**src/rtl/hzd_pkg.sv**
```systemverilog
package hzd_pkg;

   localparam int HZ_STALL_ONLY = 0;
   localparam int HZ_FWD_ONLY   = 1;
   localparam int HZ_COMBINED   = 2;

   typedef enum logic [1:0] {
      OPSEL_RF  = 2'b00,
      OPSEL_WB  = 2'b01,
      OPSEL_MEM = 2'b10
   } opsel_e;

   function automatic bit mode_legal(input int m);
      return (m == HZ_STALL_ONLY) || (m == HZ_FWD_ONLY) || (m == HZ_COMBINED);
   endfunction

endpackage

```
**src/rtl/hzd_reg_match.sv**
```systemverilog
module hzd_reg_match #(
   parameter int AW = 5
) (
   input  logic [AW-1:0] src_i,
   input  logic          src_en_i,
   input  logic [AW-1:0] dst_i,
   input  logic          dst_wen_i,
   output logic          hit_o
);
   localparam logic [AW-1:0] ZERO_IDX = '0;

   logic dst_live;

   assign dst_live = dst_wen_i && (dst_i != ZERO_IDX);
   assign hit_o    = src_en_i && dst_live && (src_i == dst_i);
endmodule

```
**src/rtl/hzd_fwd_pick.sv**
```systemverilog
module hzd_fwd_pick
   import hzd_pkg::*;
#(
   parameter int AW     = 5,
   parameter bit FWD_EN = 1'b1
) (
   input  logic [AW-1:0] src_i,
   input  logic [AW-1:0] mem_rd_i,
   input  logic          mem_wen_i,
   input  logic          mem_load_i,
   input  logic [AW-1:0] wb_rd_i,
   input  logic          wb_wen_i,
   output opsel_e        sel_o
);
   logic mem_hit;
   logic wb_hit;
   logic mem_usable;

   hzd_reg_match #(.AW(AW)) u_mem_cmp (
      .src_i     (src_i),
      .src_en_i  (1'b1),
      .dst_i     (mem_rd_i),
      .dst_wen_i (mem_wen_i),
      .hit_o     (mem_hit)
   );

   hzd_reg_match #(.AW(AW)) u_wb_cmp (
      .src_i     (src_i),
      .src_en_i  (1'b1),
      .dst_i     (wb_rd_i),
      .dst_wen_i (wb_wen_i),
      .hit_o     (wb_hit)
   );

   // A load's data is not yet in the memory-stage register.
   assign mem_usable = mem_hit && !mem_load_i;

   always_comb begin
      sel_o = OPSEL_RF;
      if (FWD_EN) begin
         if (mem_usable)  sel_o = OPSEL_MEM;
         else if (wb_hit) sel_o = OPSEL_WB;
      end
   end
endmodule

```
**src/rtl/hzd_stall_det.sv**
```systemverilog
module hzd_stall_det
   import hzd_pkg::*;
#(
   parameter int AW   = 5,
   parameter int MODE = HZ_COMBINED
) (
   input  logic [AW-1:0] id_rs_i  [2],
   input  logic          id_use_i [2],
   input  logic [AW-1:0] ex_rd_i,
   input  logic          ex_wen_i,
   input  logic          ex_load_i,
   input  logic [AW-1:0] mem_rd_i,
   input  logic          mem_wen_i,
   output logic          stall_o
);
   localparam bit WATCH_ALL  = (MODE == HZ_STALL_ONLY);
   localparam bit WATCH_LOAD = (MODE == HZ_COMBINED);

   logic [1:0] hit_ex;
   logic [1:0] hit_mem;

   for (genvar s = 0; s < 2; s++) begin : g_src
      hzd_reg_match #(.AW(AW)) u_ex_cmp (
         .src_i     (id_rs_i[s]),
         .src_en_i  (id_use_i[s]),
         .dst_i     (ex_rd_i),
         .dst_wen_i (ex_wen_i),
         .hit_o     (hit_ex[s])
      );
      hzd_reg_match #(.AW(AW)) u_mem_cmp (
         .src_i     (id_rs_i[s]),
         .src_en_i  (id_use_i[s]),
         .dst_i     (mem_rd_i),
         .dst_wen_i (mem_wen_i),
         .hit_o     (hit_mem[s])
      );
   end

   always_comb begin
      stall_o = 1'b0;
      if (WATCH_ALL)  stall_o = (|hit_ex) || (|hit_mem);
      if (WATCH_LOAD) stall_o = ex_load_i && (|hit_ex);
   end
endmodule

```
**src/rtl/hazard_ctrl.sv**
```systemverilog
module hazard_ctrl
   import hzd_pkg::*;
#(
   parameter int MODE   = 2,
   parameter int REG_AW = 5
) (
   input  logic [REG_AW-1:0] id_rs1_i,
   input  logic [REG_AW-1:0] id_rs2_i,
   input  logic              id_use_rs1_i,
   input  logic              id_use_rs2_i,
   input  logic [REG_AW-1:0] ex_rs1_i,
   input  logic [REG_AW-1:0] ex_rs2_i,
   input  logic [REG_AW-1:0] ex_rd_i,
   input  logic              ex_wen_i,
   input  logic              ex_load_i,
   input  logic [REG_AW-1:0] mem_rd_i,
   input  logic              mem_wen_i,
   input  logic              mem_load_i,
   input  logic [REG_AW-1:0] wb_rd_i,
   input  logic              wb_wen_i,
   output logic [1:0]        fwd_a_sel_o,
   output logic [1:0]        fwd_b_sel_o,
   output logic              pc_hold_o,
   output logic              ifid_hold_o,
   output logic              idex_bubble_o
);
   localparam int  N_OPND   = 2;
   localparam bit  BYPASSES = (MODE != HZ_STALL_ONLY);

   if (!mode_legal(MODE)) begin : g_bad_mode
      $error("hazard_ctrl: MODE must be 0, 1 or 2");
   end
   if (REG_AW < 1 || REG_AW > 8) begin : g_bad_width
      $error("hazard_ctrl: REG_AW must lie in 1..8");
   end

   logic [REG_AW-1:0] id_rs  [N_OPND];
   logic              id_use [N_OPND];
   logic [REG_AW-1:0] ex_rs  [N_OPND];
   opsel_e            sel    [N_OPND];
   logic              freeze;

   assign id_rs[0]  = id_rs1_i;
   assign id_rs[1]  = id_rs2_i;
   assign id_use[0] = id_use_rs1_i;
   assign id_use[1] = id_use_rs2_i;
   assign ex_rs[0]  = ex_rs1_i;
   assign ex_rs[1]  = ex_rs2_i;

   for (genvar k = 0; k < N_OPND; k++) begin : g_opnd
      hzd_fwd_pick #(.AW(REG_AW), .FWD_EN(BYPASSES)) u_pick (
         .src_i      (ex_rs[k]),
         .mem_rd_i   (mem_rd_i),
         .mem_wen_i  (mem_wen_i),
         .mem_load_i (mem_load_i),
         .wb_rd_i    (wb_rd_i),
         .wb_wen_i   (wb_wen_i),
         .sel_o      (sel[k])
      );
   end

   hzd_stall_det #(.AW(REG_AW), .MODE(MODE)) u_stall (
      .id_rs_i   (id_rs),
      .id_use_i  (id_use),
      .ex_rd_i   (ex_rd_i),
      .ex_wen_i  (ex_wen_i),
      .ex_load_i (ex_load_i),
      .mem_rd_i  (mem_rd_i),
      .mem_wen_i (mem_wen_i),
      .stall_o   (freeze)
   );

   assign fwd_a_sel_o   = sel[0];
   assign fwd_b_sel_o   = sel[1];
   assign pc_hold_o     = freeze;
   assign ifid_hold_o   = freeze;
   assign idex_bubble_o = freeze;
endmodule

```
**config.mk**
```make
export PLATFORM = sky130hd
export DESIGN_NAME = hazard_ctrl
export DESIGN_NICKNAME = d
export VERILOG_FILES = /design/src/rtl/hzd_pkg.sv /design/src/rtl/hzd_reg_match.sv /design/src/rtl/hzd_fwd_pick.sv /design/src/rtl/hzd_stall_det.sv /design/src/rtl/hazard_ctrl.sv
export SDC_FILE = /design/constraint.sdc
export NUM_CORES = 1
export LEC_CHECK = 0
export ABC_CLOCK_PERIOD_IN_PS = 1150
export BUFFER_PORTS_ARGS = -buffer_cell sky130_fd_sc_hd__buf_2
export CAP_MARGIN = 15
export CORE_MARGIN = 2
export CORE_UTILIZATION = 32
export DETAILED_ROUTE_END_ITERATION = 7
export PLACE_DENSITY = 0.8
export REMOVE_ABC_BUFFERS = 1
export SLEW_MARGIN = 25
export SYNTH_ARGS = -nofsm -noshare
export SYNTH_HDL_FRONTEND = slang
export SYNTH_SLANG_ARGS = --single-unit
export TNS_END_PERCENT = 100
```
**constraint.sdc**
```tcl
create_clock -name vclk -period 1.15
set_input_delay 0.115 -clock vclk [all_inputs]
set_output_delay 0.115 -clock vclk [all_outputs]
set_load 0.01 [all_outputs]
```
==> metrics.yaml, run 1 <==
routing:
  routed_via_density: 4.977
  routed_wl_mm: 1.720
  drt_iter0_drc: 14
  num_vias: 647
  drc_errors: 0
  drt-wirelength-per-cell_um: 13.23
  drtPass1Iterations: 4
  antenna_left: 0
pwr:
  combPwrFrac_pct: 100.0
  p_int_mw: 0.1872
  netSwitchingFraction_pct: 44.06
  power.clock.fraction_pct: 0
  p_seq_share_pct: 0
  p_switching_mw: 0.1474
  vdd_drop_max_v: 0.0001812
  total_power_mw: 0.3346
  power.density_nw_per_um2: 345.6
  power_leakage_nw: 0.4676
global_route:
  grt_use_total_pct: 21.32
  grt_remaining_overflow: 0
  grt_pass1_wl_mm: 2.408
  grt_max_degree: 4
  antenna_found_initial: 0
  grt_pass1_vias: 615
cells_and_area:
  final_util_pct: 75.37
  seq_cells: 0
  diodes: 0
  design_area_um2: 968.4
  clkbuf_count: 0
  areaGrowthSynthToFinish_pct: 123.7
  n_fill_cell: 86
  drive_above_1_share_pct: 71.30
  seq_area_um2: 0
  layout.nets: 159
synthesis:
  yosys-top-cells-count: "22 x xor2_1, 8 x xnor2_1, 5 x or4_1"
  synthMuxAreaShare_pct: 0
  synth_area_leaders: "xor2_1 45%, xnor2_1 16%, or4_1 8.7%"
  synth.largest_area_cell: "xor2_1"
  synthMostInstantiatedCell: "xor2_1"
  synth_top_family_by_area: "XOR/XNOR gates"
  synth_top_area_share_pct: 44.51
  synth_compound_area_share_pct: 6.069
  synth_xor_area_share_pct: 60.69
  syn_area_um2: 432.9
  yosys_warnings: 0
  ys_seq_area_share_pct: 0
  synth-simple-area-share_pct: 26.30
  synthAdderAreaFrac_pct: 0
  synth.avg_cell_area_um2: 8.017
  netlist_instances: 54
  synth_cell_type_count: 12
setup_path:
  critPathCapture: "fwd_a_sel_o[0]"
  crit_arrival_ns: 1.36
  required_ns: 1.03
  critPathKind: "input port to primary output"
  startpoint: "ex_rs1_i[2]"
  crit_path_max_fanout: 2
  cp-end-kind: "primary output"
  crit_path_start_kind: "input port"
outcome:
  status: "finished with violations"
  violations: "negative setup slack"
sta:
  setup_viol: 7
  drv_slew: 0
  min_period_over_period_pct: 128.5
  setup_ws_ns: -0.3276
  tightest_slew_ns: 0.2881
  slew-limit-headroom_pct: 80.65
  grt_setup_unrepaired: "yes"
  fin_setup_tns_ns: -1.426
  fmax_ghz: 0.6768
  finalHoldViolCount: 0
  period_needed_ns: 1.478
place:
  postPlaceCellArea_um2: 772.0
  hpwl_mm: 1.280
  io_buffers: 49
  gp_congestion: 0.6202
  pre_cts_slack_ns: -0.4059
floorplan:
  core_um2: 1285
  die_width_um: 40.78
  num_rows: 13
  io_pins: 49
  dieArea_um2: 1663
  die-height_um: 40.78
  start_util_pct: 33.69
job:
  max-cap-violations: 0
min_path:
  hp-class: "input port to primary output"
clock_tree:
  cts_hold_buf: 0
[layer usage]
layer  part of all wire (%)  GRT usage [%]
met1                     38          23.72
met2                     49          42.97
met3                     12          2.174
met4                   0.99          2.500
met5                      0              0
[power by group through the flow]
stage,Combinational (mW),Sequential (mW),Clock [mW]
final,0.335,0,0
after global routing,0.360,0,0
after global placement,0.242,0,0
after CTS,0.307,0,0
after floorplan,0.0937,0,0
after detailed placement,0.250,0,0
[layout make-up]
class              count  area, µm²  area share [%]
multi-input cells     50      509.2           52.58
repair buffers        65      440.4           45.48
well taps             15      18.77           1.938
[cell families after synthesis]
group                     count (synthesis)
buffers and inverters                     4
AOI/OAI and AO/OA                         4
and+or+nand+nor                          16
xor gates and xnor gates                 30
[worst max-delay path, cell delays in order]
cell    delay, ns
buf_6        0.10
xor2_1       0.16
or4_4        0.56
nor4_4       0.27
buf_2        0.16
[worst min path at each step]
stage | start | end | slack, ns | depth (start not counted)
after floorplan | mem_load_i | fwd_a_sel_o[1] | 0.39 | 3
after global placement | id_use_rs2_i | ifid_hold_o | 0.59 | 4
after detailed placement | id_use_rs2_i | pc_hold_o | 0.59 | 4
after CTS | id_use_rs2_i | pc_hold_o | 0.60 | 4
after global routing | id_use_rs2_i | idex_bubble_o | 0.62 | 4
final | id_use_rs2_i | pc_hold_o | 0.60 | 4
[metrics by stage]
stage / hold WS [ns] / std cells
3_3_place_gp: 0.5868 / 128
3_5_place_dp: 0.5908 / 128
6_report: 0.5972 / 130
2_1_floorplan: 0.3938 / 50
5_1_grt: 0.6156 / 130
4_1_cts: 0.5969 / 129
[placed cells by master, fill, tap and decap left out]
master,n
buf_6,10
nor4_4,3
o211ai_1,1
buf_2,37
xnor2_1,5
or4_4,5
nor4_2,2
o21ai_2,1
a21oi_2,1
buf_4,17
nor4_1,1
o21ai_4,1
nand3_1,3
nor2b_1,1
xor2_1,22
xnor2_2,3
buf_8,1
nand3_2,1
[repair_timing]
action | 4_1_cts | 5_1_grt
buffers inserted | 2 | 1
resized for setup | 25 | 8
pin swaps | 19 | 1
setup endpoints to repair | 7 | 7
Note: power is estimated with default switching activity, not from simulation.
==> inputs of run 2 (changes only) <==
ABC_CLOCK_PERIOD_IN_PS = 1700   (was 1150)
CORE_AREA = 2 2 39 41   (was default)
CORE_MARGIN = default   (was 2)
CORE_UTILIZATION = default   (was 32)
DIE_AREA = 0 0 41 43   (was default)
PLACE_DENSITY = 0.78   (was 0.8)
clock period = 1.7 ns   (was 1.15 ns; I/O delays follow)
==> run 2 against run 1 <==
The run now ends clean. Worst setup slack better by 0.41 ns. Utilization down 27 points. Global-route usage down 7.6 points. Worst hold slack better by 0.11 ns. Cell count down 12%. Final area down 31%. Critical path depth up 1. First-iteration DRC count down 93%. Via count down 11%. Combinational power down 56%. Largest power group unchanged.
==> metrics.yaml, run 2 (synthesized netlist as in run 1, its figures left out) <==
outcome:
  status: "completed"  # was finished with violations
place:
  io_buffers: 49  # unchanged
  postPlaceCellArea_um2: 668.1  # was 772.0 µm²
  gp_congestion: 0.6438  # was 0.6202
  hpwl_mm: 1.165  # was 1.280 mm
sta:
  fmax_ghz: 0.6180
  finalHoldViolCount: 0  # unchanged
  tightest_slew_ns: 0.4660  # was 0.2881 ns
  slew-limit-headroom_pct: 68.65  # was 80.65%
  period_needed_ns: 1.618
  drv_slew: 0  # unchanged
  min_period_over_period_pct: 95.18
  setup_viol: 0  # was 7
setup_path:
  critPathKind: "input port to primary output"  # unchanged
  path_buf_inv: 2  # unchanged
  path_delay_family: "simple AND/OR/NAND/NOR gates"  # unchanged
  crit_path_max_fanout: 3  # was 2
  crit_arrival_ns: 1.45  # was 1.36 ns
  slowest_stage: "or4_4"  # unchanged
  required_ns: 1.53  # was 1.03 ns
  crit_path_start_kind: "input port"  # unchanged
  crit_top_cell: "buf_2"
  path_cells: "buf_2, or4_1, o21ai_1, or4_4, nor4_2, buf_2"  # was buf_6, xor2_1, or4_4, nor4_4, buf_2
  cp-end-kind: "primary output"  # unchanged
  cp_slowest_stage_delay_ns: 0.54  # was 0.56 ns
pwr:
  netSwitchingFraction_pct: 46.99  # was 44.06%
  vdd_drop_max_v: 0.00008635  # was 0.0001812 V
  p_int_mw: 0.07768  # was 0.1872 mW
  power.density_nw_per_um2: 218.1  # was 345.6 nW/µm²
  p_switching_mw: 0.06885  # was 0.1474 mW
  power.clock.fraction_pct: 0  # about the same
  power_leakage_nw: 0.3327  # was 0.4676 nW
  p_seq_share_pct: 0  # about the same
  combPwrFrac_pct: 100.0  # about the same
routing:
  routed_via_density: 4.983  # was 4.977
  drt-wirelength-per-cell_um: 11.06  # was 13.23 µm
  num_vias: 573  # was 647
  drt_iter0_drc: 1  # was 14
  routed_wl_mm: 1.272  # was 1.720 mm
  antenna_left: 0  # unchanged
  drc_errors: 0  # unchanged
  drtPass1Iterations: 2  # was 4
global_route:
  grt_use_total_pct: 13.69  # was 21.32%
  grt_pass1_wl_mm: 1.780  # was 2.408 mm
  grt_max_degree: 4  # unchanged
  grt_remaining_overflow: 0  # unchanged
  grt_pass1_vias: 491  # was 615
  antenna_found_initial: 0  # unchanged
cells_and_area:
  final_common_cell: "buf_2"  # unchanged
  final_cell_mix: "49 x buf_2, 22 x xor2_1, 8 x xnor2_1"  # was 37 x buf_2, 22 x xor2_1, 17 x buf_4
  diodes: 0  # unchanged
  seq_cells: 0  # unchanged
  layout.nets: 143  # was 159
  clkbuf_count: 0  # unchanged
  drive_above_1_share_pct: 53.54  # was 71.30%
  final_util_pct: 48.55  # was 75.37%
  seq_area_um2: 0  # unchanged
  design_area_um2: 671.9  # was 968.4 µm²
  areaGrowthSynthToFinish_pct: 55.20  # was 123.7%
floorplan:
  die_width_um: 41  # was 40.78 µm
  dieArea_um2: 1763  # was 1663 µm²
  die-height_um: 43  # was 40.78 µm
  start_util_pct: 31.28  # was 33.69%
  num_rows: 14  # was 13
  io_pins: 49  # unchanged
  core_um2: 1384  # was 1285 µm²
job:
  max-cap-violations: 0  # unchanged
clock_tree:
  cts_setup_buffers: 0  # was 2
min_path:
  hp-class: "input port to primary output"  # unchanged
==> run 2: layer usage <==
metal	share of wire, %	up-vias	global-route usage, %
li1	-	284	-
met1	34	244	11.71
met2	52	45	30.94
met3	14	0	0.5236
met4	0	0	0
met5	0	-	0
==> run 2: layout make-up <==
class	count	area [µm²]
timing repair buffer	49	245.2
multi-input combinational	50	406.6
fill	133	711.9
tap	16	20.02
==> run 2: worst paths after layout <==
path / start / endpoint / slack (ns) / cells after the start
hold / removal: id_use_rs2_i / pc_hold_o / 0.70 / 4
setup / recovery: wb_rd_i[0] / fwd_b_sel_o[0] / 0.08 / 6
==> run 2: power groups by stage <==
stage / Sequential (mW) / Combinational, mW / Clock (mW)
2_1_floorplan: 0 / 0.0634 / 0
3_3_place_gp: 0 / 0.143 / 0
3_5_place_dp: 0 / 0.145 / 0
4_1_cts: 0 / 0.146 / 0
5_1_grt: 0 / 0.162 / 0
6_report: 0 / 0.147 / 0
==> run 2: timing repair <==
item | in CTS | in global routing
setup endpoints to repair | 0 | 2
hold buffers | 0 | 0
resized for setup | 0 | 1
endpoints found under the hold margin | 0 | 0
==> run 2: per-stage QoR <==
stage	hold WS (ns)	instances	setup slack [ns]	power [mW]	TNS [ns]
6_report	0.7040	115	0.08191	0.1465	0
3_5_place_dp	0.7060	115	0.03702	0.1449	0
2_1_floorplan	0.5038	50	0.2162	0.06340	0
5_1_grt	0.7394	115	-0.003609	0.1619	-0.003609
3_3_place_gp	0.6977	115	0.07358	0.1428	0
4_1_cts	0.7076	115	0.03787	0.1458	0
==> inputs of run 3 (changes only) <==
==> constraint.sdc (replaced) <==
create_clock -name vclk -period 1.7
set_input_delay 0.085 -clock vclk [all_inputs]
set_output_delay 0.085 -clock vclk [all_outputs]
set_load 0.01 [all_outputs]
==> run 3 against run 2 <==
Worst hold slack lost 0.17 ns. Worst setup slack gained 0.13 ns. Global-route usage is the same. Wire length grew 0.16%. First-iteration DRC count shrank 100%. Utilization shrank 0.27 points. Via count shrank 0.87%.
==> metrics.yaml, run 3 (synthesized netlist as in run 1, its figures left out) <==
cells_and_area:
  layout.nets: 143  # unchanged
  final_common_cell: "buf_2"  # unchanged
  final_util_pct: 48.28  # was 48.55%
  final_cell_mix: "49 x buf_2, 22 x xor2_1, 8 x xnor2_1"  # unchanged
  drive_above_1_share_pct: 52.53  # was 53.54%
  seq_cells: 0  # unchanged
  seq_area_um2: 0  # unchanged
  clkbuf_count: 0  # unchanged
  diodes: 0  # unchanged
  n_fill_cell: 132  # was 133
  areaGrowthSynthToFinish_pct: 54.34  # was 55.20%
sta:
  setup_viol: 0  # unchanged
  tightest_slew_ns: 0.4321  # was 0.4660 ns
  grt_setup_unrepaired: "no"
  finalHoldViolCount: 0  # unchanged
  hold-worst-slack_ns: 0.5343  # was 0.7040 ns
  fmax_ghz: 0.6741  # was 0.6180 GHz
  fin_setup_tns_ns: 0  # unchanged
  min_period_over_period_pct: 87.27  # was 95.18%
  drv_slew: 0  # unchanged
  slew-limit-headroom_pct: 70.93  # was 68.65%
  period_needed_ns: 1.484  # was 1.618 ns
setup_path:
  crit_path_max_fanout: 3  # unchanged
  path_cells: "buf_2, or4_1, o21ai_2, nor4_1, nor4_2, buf_2"  # was buf_2, or4_1, o21ai_1, or4_4, nor4_2, buf_2
  critPathKind: "input port to primary output"  # unchanged
  crit_top_cell: "buf_2"  # unchanged
  crit_path_start_kind: "input port"  # unchanged
  crit_arrival_ns: 1.40  # was 1.45 ns
  slowest_stage: "or4_1"  # was or4_4
  cp-end-kind: "primary output"  # unchanged
  path_buf_inv: 2  # unchanged
  required_ns: 1.62  # was 1.53 ns
  path_delay_family: "simple AND/OR/NAND/NOR gates"  # unchanged
  cp_slowest_stage_delay_ns: 0.53  # was 0.54 ns
floorplan:
  dieArea_um2: 1763  # unchanged
  die-height_um: 43  # unchanged
  start_util_pct: 31.28  # unchanged
  die_width_um: 41  # unchanged
  io_pins: 49  # unchanged
  core_um2: 1384  # unchanged
  num_rows: 14  # unchanged
place:
  io_buffers: 49  # unchanged
  hpwl_mm: 1.165  # unchanged
  gp_congestion: 0.6433  # was 0.6438
clock_tree:
  cts_hold_buf: 0  # unchanged
  cts_resized: 0  # unchanged
  cts_setup_buffers: 0  # unchanged
pwr:
  vdd_drop_max_v: 0.00008580  # was 0.00008635 V
  power.density_nw_per_um2: 217.2  # was 218.1 nW/µm²
  power_leakage_nw: 0.3318  # was 0.3327 nW
routing:
  drc_errors: 0  # unchanged
  routed_via_density: 4.939  # was 4.983
  routed_wl_mm: 1.274  # was 1.272 mm
  drt_iter0_drc: 0  # was 1
  antenna_left: 0  # unchanged
  num_vias: 568  # was 573
  drt-wirelength-per-cell_um: 11.08  # was 11.06 µm
  drtPass1Iterations: 1  # was 2
global_route:
  grt_remaining_overflow: 0  # unchanged
  antenna_found_initial: 0  # unchanged
  grt_use_total_pct: 13.69  # unchanged
  grt_pass1_vias: 491  # unchanged
  grt_max_degree: 4  # unchanged
  grt_pass1_wl_mm: 1.780  # unchanged
min_path:
  hp-class: "input port to primary output"  # unchanged
outcome:
  status: "completed"  # unchanged
job:
  max-cap-violations: 0  # unchanged
-- run 3: cell counts in the layout (fill, tap and decap cells not counted) --
Identical to the previous run, type by type.
-- run 3: layout make-up --
class | instances | area (µm²) | share of cell area (%)
multi-input cells | 50 | 402.9 | 60.30
repair buffers | 49 | 245.2 | 36.70
well taps | 16 | 20.02 | 2.996
-- run 3: final timing paths --
kind	endpoint	slack, ns	start	depth (start not counted)
worst max-delay path	fwd_a_sel_o[0]	0.22	mem_rd_i[4]	6
worst min-delay path	pc_hold_o	0.53	id_use_rs2_i	4
-- run 3: report_power, final --
part,internal (mW),switching (mW),leakage (nW)
Sequential,0,0,0
Clock,0,0,0
Combinational,0.0765,0.0687,0.332
Total,0.0765,0.0687,0.332
-- run 3: worst min-delay path: stages --
cell     delay [ns]
buf_2          0.10
nand3_1        0.05
a21oi_1        0.08
buf_2          0.14
-- run 3: per-layer routing --
layer	wire length [µm]	vias up	global-route usage (%)
met1	438	240	11.71
met4	0	0	0
li1	-	283	-
met2	649	45	30.94
met5	0	-	0
met3	186	0	0.5236
-- run 3: stage by stage --
step / instance area, µm² / setup slack (ns) / total power, mW / instances
after floorplan: 402.9 / 0.3862 / 0.06340 / 50
after global placement: 668.1 / 0.2438 / 0.1428 / 115
after detailed placement: 668.1 / 0.2070 / 0.1449 / 115
after CTS: 668.1 / 0.2079 / 0.1458 / 115
after global routing: 668.1 / 0.1310 / 0.1599 / 115
final: 668.1 / 0.2165 / 0.1452 / 115
